`src/rtl/rdrsp_pkg.sv`:
```
`timescale 1ns/1ps
package rdrsp_pkg;

  typedef enum logic [1:0] {
    PH_IDLE = 2'd0,
    PH_DATA = 2'd1,
    PH_WAIT = 2'd2
  } phase_t;

  // status code driven when no read grant is on the bus
  localparam logic [2:0] ST_NONE = 3'b111;

  // clocks needed to move nbytes over a bus of bus_bytes per clock
  function automatic int unsigned bytes_to_clocks(input int unsigned nbytes,
                                                  input int unsigned bus_bytes);
    return (nbytes + bus_bytes - 1) / bus_bytes;
  endfunction

endpackage

```
`src/rtl/rdrsp_lenq.sv`:
```
`timescale 1ns/1ps
module rdrsp_lenq #(
  parameter int W     = 6,
  parameter int DEPTH = 4
) (
  input  logic         clk,
  input  logic         rst_n,
  input  logic         push,
  input  logic [W-1:0] din,
  input  logic         pop,
  output logic [W-1:0] dout,
  output logic         empty,
  output logic         full
);
  localparam int AW = (DEPTH > 1) ? $clog2(DEPTH) : 1;
  localparam int CW = $clog2(DEPTH + 1);

  logic [W-1:0]  mem [DEPTH];
  logic [AW-1:0] wr_q, rd_q;
  logic [CW-1:0] cnt_q;

  function automatic logic [AW-1:0] bump(input logic [AW-1:0] p);
    return (p == AW'(DEPTH - 1)) ? '0 : p + AW'(1);
  endfunction

  assign empty = (cnt_q == '0);
  assign full  = (cnt_q == CW'(DEPTH));
  assign dout  = mem[rd_q];

  always_ff @(posedge clk) begin
    if (push) mem[wr_q] <= din;
  end

  always_ff @(posedge clk or negedge rst_n) begin
    if (!rst_n) begin
      wr_q  <= '0;
      rd_q  <= '0;
      cnt_q <= '0;
    end else begin
      if (push) wr_q <= bump(wr_q);
      if (pop)  rd_q <= bump(rd_q);
      case ({push, pop})
        2'b10:   cnt_q <= cnt_q + CW'(1);
        2'b01:   cnt_q <= cnt_q - CW'(1);
        default: cnt_q <= cnt_q;
      endcase
    end
  end

  AST_NO_UNDERFLOW: assert property (@(posedge clk) disable iff (!rst_n)
    pop |-> !empty);

endmodule

```
`src/rtl/rdrsp_pick.sv`:
```
`timescale 1ns/1ps
module rdrsp_pick (
  input  logic can_load,
  input  logic hi_pending,
  input  logic lo_pending,
  input  logic rbf,
  output logic gnt,
  output logic sel_hi
);
  // high priority always wins; low priority is held back by a full buffer
  assign sel_hi = hi_pending;
  assign gnt    = can_load && (hi_pending || (lo_pending && !rbf));
endmodule

```
`src/rtl/rdrsp_beat_eng.sv`:
```
`timescale 1ns/1ps
module rdrsp_beat_eng #(
  parameter int CLK_W = 6
) (
  input  logic             clk,
  input  logic             rst_n,
  input  logic             load,
  input  logic [CLK_W-1:0] load_len,
  input  logic             irdy,
  input  logic             src_valid,
  output logic             beat,
  output logic             last_beat,
  output logic             can_load,
  output logic             trdy
);
  import rdrsp_pkg::*;

  phase_t           phase_q, phase_d;
  logic [1:0]       pos_q, pos_d;     // clock index inside the block
  logic [CLK_W-1:0] rem_q, rem_d;     // data clocks left, current included
  logic             hs_q, hs_d;       // handshake met on third clock
  logic             arm_q, arm_d;     // handshake met during wait states
  logic             both;

  assign beat      = (phase_q == PH_DATA);
  assign last_beat = beat && (rem_q == CLK_W'(1));
  assign can_load  = (phase_q == PH_IDLE) || last_beat;
  assign trdy      = beat || ((phase_q == PH_WAIT) && src_valid);
  assign both      = irdy && trdy;

  always_comb begin
    phase_d = phase_q;
    pos_d   = pos_q;
    rem_d   = rem_q;
    hs_d    = hs_q;
    arm_d   = arm_q;
    if (load) begin
      phase_d = PH_DATA;
      pos_d   = 2'd0;
      rem_d   = load_len;
      hs_d    = 1'b0;
      arm_d   = 1'b0;
    end else begin
      unique case (phase_q)
        PH_DATA: begin
          if (last_beat) begin
            phase_d = PH_IDLE;
          end else begin
            rem_d = rem_q - CLK_W'(1);
            if (pos_q == 2'd3) begin
              pos_d = 2'd0;
              if (hs_q) begin
                hs_d = 1'b0;
              end else begin
                phase_d = PH_WAIT;
                arm_d   = both;
              end
            end else begin
              pos_d = pos_q + 2'd1;
              if (pos_q == 2'd2 && both) hs_d = 1'b1;
            end
          end
        end
        PH_WAIT: begin
          if (arm_q) begin
            phase_d = PH_DATA;
            arm_d   = 1'b0;
            hs_d    = 1'b0;
          end else if (both) begin
            arm_d = 1'b1;
          end
        end
        default: ;
      endcase
    end
  end

  always_ff @(posedge clk or negedge rst_n) begin
    if (!rst_n) begin
      phase_q <= PH_IDLE;
      pos_q   <= 2'd0;
      rem_q   <= '0;
      hs_q    <= 1'b0;
      arm_q   <= 1'b0;
    end else begin
      phase_q <= phase_d;
      pos_q   <= pos_d;
      rem_q   <= rem_d;
      hs_q    <= hs_d;
      arm_q   <= arm_d;
    end
  end

  AST_FIRST_BLOCK_FLOWS: assert property (@(posedge clk) disable iff (!rst_n)
    (beat && pos_q != 2'd3 && !last_beat) |=> beat);
  AST_THIRD_CLOCK_GO: assert property (@(posedge clk) disable iff (!rst_n)
    (beat && pos_q == 2'd2 && rem_q > CLK_W'(2) && irdy) |=> ##1 (beat && pos_q == 2'd0));
  AST_WAIT_RESUME: assert property (@(posedge clk) disable iff (!rst_n)
    (phase_q == PH_WAIT && !arm_q && both) |=> ##1 (beat && pos_q == 2'd0));
  AST_WAIT_HOLDS: assert property (@(posedge clk) disable iff (!rst_n)
    (phase_q == PH_WAIT && !arm_q && !both) |=> !beat);

endmodule

```
`src/rtl/rd_resp_phase_ctrl.sv`:
```
`timescale 1ns/1ps
module rd_resp_phase_ctrl #(
  parameter int DATA_W    = 64,
  parameter int MAX_BYTES = 256,
  parameter int QDEPTH    = 4,
  localparam int BUS_BYTES = DATA_W / 8,
  localparam int BYTE_W    = $clog2(MAX_BYTES + 1)
) (
  input  logic                 clk,
  input  logic                 rst_n,
  input  logic                 req_valid,
  input  logic                 req_hi,
  input  logic [BYTE_W-1:0]    req_bytes,
  input  logic                 irdy,
  input  logic                 rbf,
  input  logic                 src_valid,
  input  logic [DATA_W-1:0]    src_data,
  output logic                 src_ready,
  output logic                 gnt,
  output logic [2:0]           st,
  output logic                 trdy,
  output logic                 dat_valid,
  output logic [DATA_W-1:0]    dat,
  output logic [BUS_BYTES-1:0] be,
  output logic                 rsp_last,
  output logic                 rsp_hi
);
  import rdrsp_pkg::*;

  localparam int CLK_W = $clog2(MAX_BYTES / BUS_BYTES + 2);

  logic [CLK_W-1:0] req_clocks;
  logic [1:0]       q_push, q_pop, q_empty, q_full;
  logic [CLK_W-1:0] q_head [2];
  logic             sel_hi, can_load, beat, last_beat;
  logic [CLK_W-1:0] load_len;
  logic             rsp_hi_q;

  assign req_clocks = CLK_W'(bytes_to_clocks(32'(req_bytes), BUS_BYTES));

  for (genvar q = 0; q < 2; q++) begin : g_queue
    assign q_push[q] = req_valid && (req_hi == 1'(q));
    assign q_pop[q]  = gnt && (sel_hi == 1'(q));
    rdrsp_lenq #(.W(CLK_W), .DEPTH(QDEPTH)) u_q (
      .clk   (clk),
      .rst_n (rst_n),
      .push  (q_push[q]),
      .din   (req_clocks),
      .pop   (q_pop[q]),
      .dout  (q_head[q]),
      .empty (q_empty[q]),
      .full  (q_full[q])
    );
  end

  rdrsp_pick u_pick (
    .can_load   (can_load),
    .hi_pending (!q_empty[1]),
    .lo_pending (!q_empty[0]),
    .rbf        (rbf),
    .gnt        (gnt),
    .sel_hi     (sel_hi)
  );

  assign load_len = sel_hi ? q_head[1] : q_head[0];

  rdrsp_beat_eng #(.CLK_W(CLK_W)) u_eng (
    .clk       (clk),
    .rst_n     (rst_n),
    .load      (gnt),
    .load_len  (load_len),
    .irdy      (irdy),
    .src_valid (src_valid),
    .beat      (beat),
    .last_beat (last_beat),
    .can_load  (can_load),
    .trdy      (trdy)
  );

  always_ff @(posedge clk or negedge rst_n) begin
    if (!rst_n)   rsp_hi_q <= 1'b0;
    else if (gnt) rsp_hi_q <= sel_hi;
  end

  assign st        = gnt ? {2'b00, sel_hi} : ST_NONE;
  assign dat_valid = beat;
  assign rsp_last  = last_beat;
  assign rsp_hi    = rsp_hi_q;
  assign src_ready = beat;
  assign dat       = src_data;
  assign be        = {BUS_BYTES{beat}};

  AST_NO_OVERFLOW: assert property (@(posedge clk) disable iff (!rst_n)
    (req_valid && q_full[req_hi]) |-> (gnt && sel_hi == req_hi));
  AST_HI_FIRST: assert property (@(posedge clk) disable iff (!rst_n)
    (gnt && !q_empty[1]) |-> st == 3'b001);
  AST_GRANT_OPENS_DATA: assert property (@(posedge clk) disable iff (!rst_n)
    gnt |=> (dat_valid && trdy));
  AST_RBF_HOLDS_LOW: assert property (@(posedge clk) disable iff (!rst_n)
    (gnt && rbf) |-> st == 3'b001);
  AST_GRANT_SLOT: assert property (@(posedge clk) disable iff (!rst_n)
    gnt |-> (!dat_valid || rsp_last));
  AST_SRC_FED: assert property (@(posedge clk) disable iff (!rst_n)
    src_ready |-> src_valid);

endmodule

```
`config.mk`:
```
export PLATFORM = sky130hd
export DESIGN_NAME = rd_resp_phase_ctrl
export DESIGN_NICKNAME = d
export VERILOG_FILES = /design/src/rtl/rdrsp_pkg.sv /design/src/rtl/rdrsp_lenq.sv /design/src/rtl/rdrsp_pick.sv /design/src/rtl/rdrsp_beat_eng.sv /design/src/rtl/rd_resp_phase_ctrl.sv
export SDC_FILE = /design/constraint.sdc
export NUM_CORES = 1
export LEC_CHECK = 0
export CAP_MARGIN = 30
export CORE_MARGIN = 10
export CORE_UTILIZATION = 49
export CTS_CLUSTER_DIAMETER = 50
export DETAILED_ROUTE_END_ITERATION = 10
export DONT_BUFFER_PORTS = 1
export PLACE_DENSITY = 0.66
export SYNTH_ARGS = -nofsm -noshare
export SYNTH_HDL_FRONTEND = slang
export SYNTH_SLANG_ARGS = --single-unit
```
`constraint.sdc`:
```
create_clock -name clk -period 2.55 [get_ports clk]
set_input_delay 0.3825 -clock clk [delete_from_list [all_inputs] [get_ports clk]]
set_output_delay 0.3825 -clock clk [all_outputs]
set_load 0.01 [all_outputs]
```
==> reports/qor.txt <==
unrepaired setup endpoints after global routing: false
Post-Synth Adder-Cell Area: 5.78%
leading cell type in the layout, fill and taps excluded: edfxtp_1
number of buffers created by CTS: 9
Cell Area, Synth: 0.00416 mm²
fin nets: 376
fin cells: 388
Worst Path Required: 2.17 ns
xor/xnor share of the synthesized area: 2.32%
Compound-Gate Fraction of Synth Area: 8.10%
Hold Fails Final Rpt: 0
CTS tree: done
Pins Over Slew Limit: 0
Detail Placement HPWL: 5500 µm
Post-Synth Simple-Gate Area: 8.43%
ys flop type: edfxtp_1
setup bufs post-CTS: 0
syn avg cell area: 12.3 µm²
worst setup path start: u_eng.rem_q[2]$_DFFE_PN0P_
synthesis-to-layout area growth: -3.70%
starting DRC count in detailed routing: 155
Ports: 161
CTS Buffer Depth: 2
Final Power: 0.00442 W
setup TNS: 0 ns
post-route setup slack: 0.210 ns
post-CTS sizing: 0
Worst slew margin: 52.4%
Worst-path clk slew: 0.08 ns
detailed-route DRC error count: 0
worst flop-to-flop path startpoint: u_eng.rem_q[2]$_DFFE_PN0P_
largest net degree at the start of global routing: 28
Mapped Cells: 338
worst slew pin tran: 0.709 ns
share of cells above drive strength 1: 17.7%
pwr/cell area: 1110 mW/mm²
achievable frequency: 427 MHz
worst flop-to-flop path endpoint: g_queue[1].u_q.cnt_q[2]$_DFFE_PN0P_
clk_skew: 0.00721 ns
Tcrit/Tclk final: 91.8%
WS Path Type: register to primary output
number of enable flip-flop cells after synthesis: 48
dpl ws: 0.284 ns
initial antenna violation count: 0
vias per cell: 5.69
die width: 112 µm
WP data arrival: 1.96 ns
outcome: complete, no violations
initial core utilization: 50.6%
multiplexer area fraction after synthesis: 8.61%
total core area: 0.00822 mm²
Die Height: 112 µm
sequential share of the synthesized area: 50.9%
final WL: 7390 µm
vias in the first global route: 2332
#FFs+latches synth: 75
Final setup viols: 0
synth warn: 0
Lkg Pwr: 1.52 nW
CTS HTree Levels: 3
DR WL/cell: 19.0 µm
Worst Path Max Fanout: 9
type of the worst min-delay path: input pin to register
via count: 2207
Setup crit end: st[2]
Routability Congestion: 0.798
Placed Cells: 370
overall routing resource usage: 11.9%
Fillers: 719
Rows: 33
first-pass GRT wire length: 12100 µm
TritonRoute pass-1 iters: 4
Async SR Flop Fraction: 36.0%
syn nets: 436
VDD IR max: 475 µV
minimum clock period: 2.34 ns
Clk Latency, worst-skew pair: 0.34 ns
Final ANT Viol Nets: 0
reg2reg setup slack: 0.29 ns
gr ovfl total: 0
most frequent cells in the layout: edfxtp_1, dfrtp_1, inv_1
Max Cap Viol: 0
main combinational cell family by area after synthesis: buffers and inverters
n_diodes: 0
die area: 0.0126 mm²
Final Core Density: 48.7%
root buffer cell: clkbuf_8
Critical Path Source Type: register
r2r worst-path depth: 9
clk sinks: 75
Critical Path End Type: primary output
Yosys cell types: 53
count of input and output buffers: 0
## worst min path at each step
stage | startpoint | endpoint | slack [ns] | depth (start not counted)
floorplan | rst_n | g_queue[0].u_q.cnt_q[0]$_DFFE_PN0P_ | 0.09 | 0
global placement | rst_n | u_eng.pos_q[0]$_DFFE_PN0P_ | 0.09 | 0
detailed placement | rst_n | u_eng.pos_q[0]$_DFFE_PN0P_ | 0.09 | 0
CTS | irdy | u_eng.arm_q$_DFFE_PN0P_ | 0.19 | 2
global route | irdy | u_eng.arm_q$_DFFE_PN0P_ | 0.20 | 2
finish | irdy | u_eng.arm_q$_DFFE_PN0P_ | 0.20 | 2
## cell type report
cell class | count | area, µm² | area share (%)
clock inverters | 5 | 62.6 | 1.56
inverters | 18 | 67.6 | 1.69
clock buffers | 11 | 141 | 3.53
well taps | 105 | 131 | 3.28
repair buffers | 11 | 97.6 | 2.44
multi-input cells | 163 | 1380 | 34.6
flip-flops and latches | 75 | 2120 | 52.9
## worst max-delay path, stage by stage, from the launching register on
cell	delay, ns
dfrtp_1	0.46
nor4_4	0.37
a31oi_2	0.16
buf_4	0.18
nor2_4	0.28
inv_2	0.16
## metal layers
metal | GRT usage, % | vias to the layer above | wire, µm
met5 | 0 | - | 0
met4 | 4.15 | 0 | 78
met3 | 5.96 | 13 | 771
met2 | 19.4 | 84 | 3540
met1 | 13.2 | 1097 | 3000
li1 | - | 1013 | -
## Yosys cell counts (3+ instances only)
library cell,count,area [µm²]
a22oi_1,4,30.0
ha_1,16,200
buf_2,3,15.0
nand3_1,6,30.0
a21o_1,4,30.0
nor2b_1,3,18.8
nand2_1,11,41.3
and3_1,5,31.3
a21oi_1,10,50.1
mux4_2,12,270
buf_4,74,556
dfrtp_1,27,676
nor3_1,9,45.0
xnor2_1,6,52.6
clkbuf_1,3,11.3
o21ai_1,6,30.0
inv_1,17,63.8
or3_1,3,18.8
o21ai_0,6,30.0
edfxtp_1,48,1440
mux2_1,4,45.0
and2_1,4,25.0
xor2_1,5,43.8
nor2_1,15,56.3
## repair_timing
item                                    in CTS  in global routing
endpoints found under the setup margin       0                  0
hold buffers                                 2                  0
hold endpoints to repair                    27                  0
## report_power, final
| part | switching [W] | total [W] | internal, W |
|---|---|---|---|
| registers | 0.000324 | 0.00191 | 0.00159 |
| clock network | 0.000441 | 0.000925 | 0.000484 |
| logic | 0.000853 | 0.00159 | 0.000735 |
| total | 0.00162 | 0.00442 | 0.00280 |
## kinds of logic (layout without fill, tap and decap cells)
kind of cell,count (synthesis),count (layout)
adder cells (fa/ha/maj),18,18
flip-flops,75,75
multiplexers,20,20
AO/OA/AOI/OAI,50,50
AND/OR/NAND/NOR,64,64
XOR/XNOR,11,11
buffers and inverters,100,45
## registers in the layout, summed over array words and instances, names as in the netlist
signal and cells:
u_eng.arm_q 1, g_queue.u_q.wr_q 4, u_eng.pos_q 2, rsp_hi 1
u_eng.hs_q 1, g_queue.u_q.cnt_q 6, u_eng.phase_q 2, g_queue.u_q.rd_q 4
g_queue.u_q.mem 48, u_eng.rem_q 6
## metrics by stage
stage / hold slack (ns) / cell area (µm²)
6_report: 0.202 / 4000
3_3_place_gp: 0.0878 / 3770
2_1_floorplan: 0.0869 / 4160
5_1_grt: 0.197 / 4000
4_1_cts: 0.188 / 4000
3_5_place_dp: 0.0880 / 3770
No activity file was read; power rests on OpenSTA's default activity.
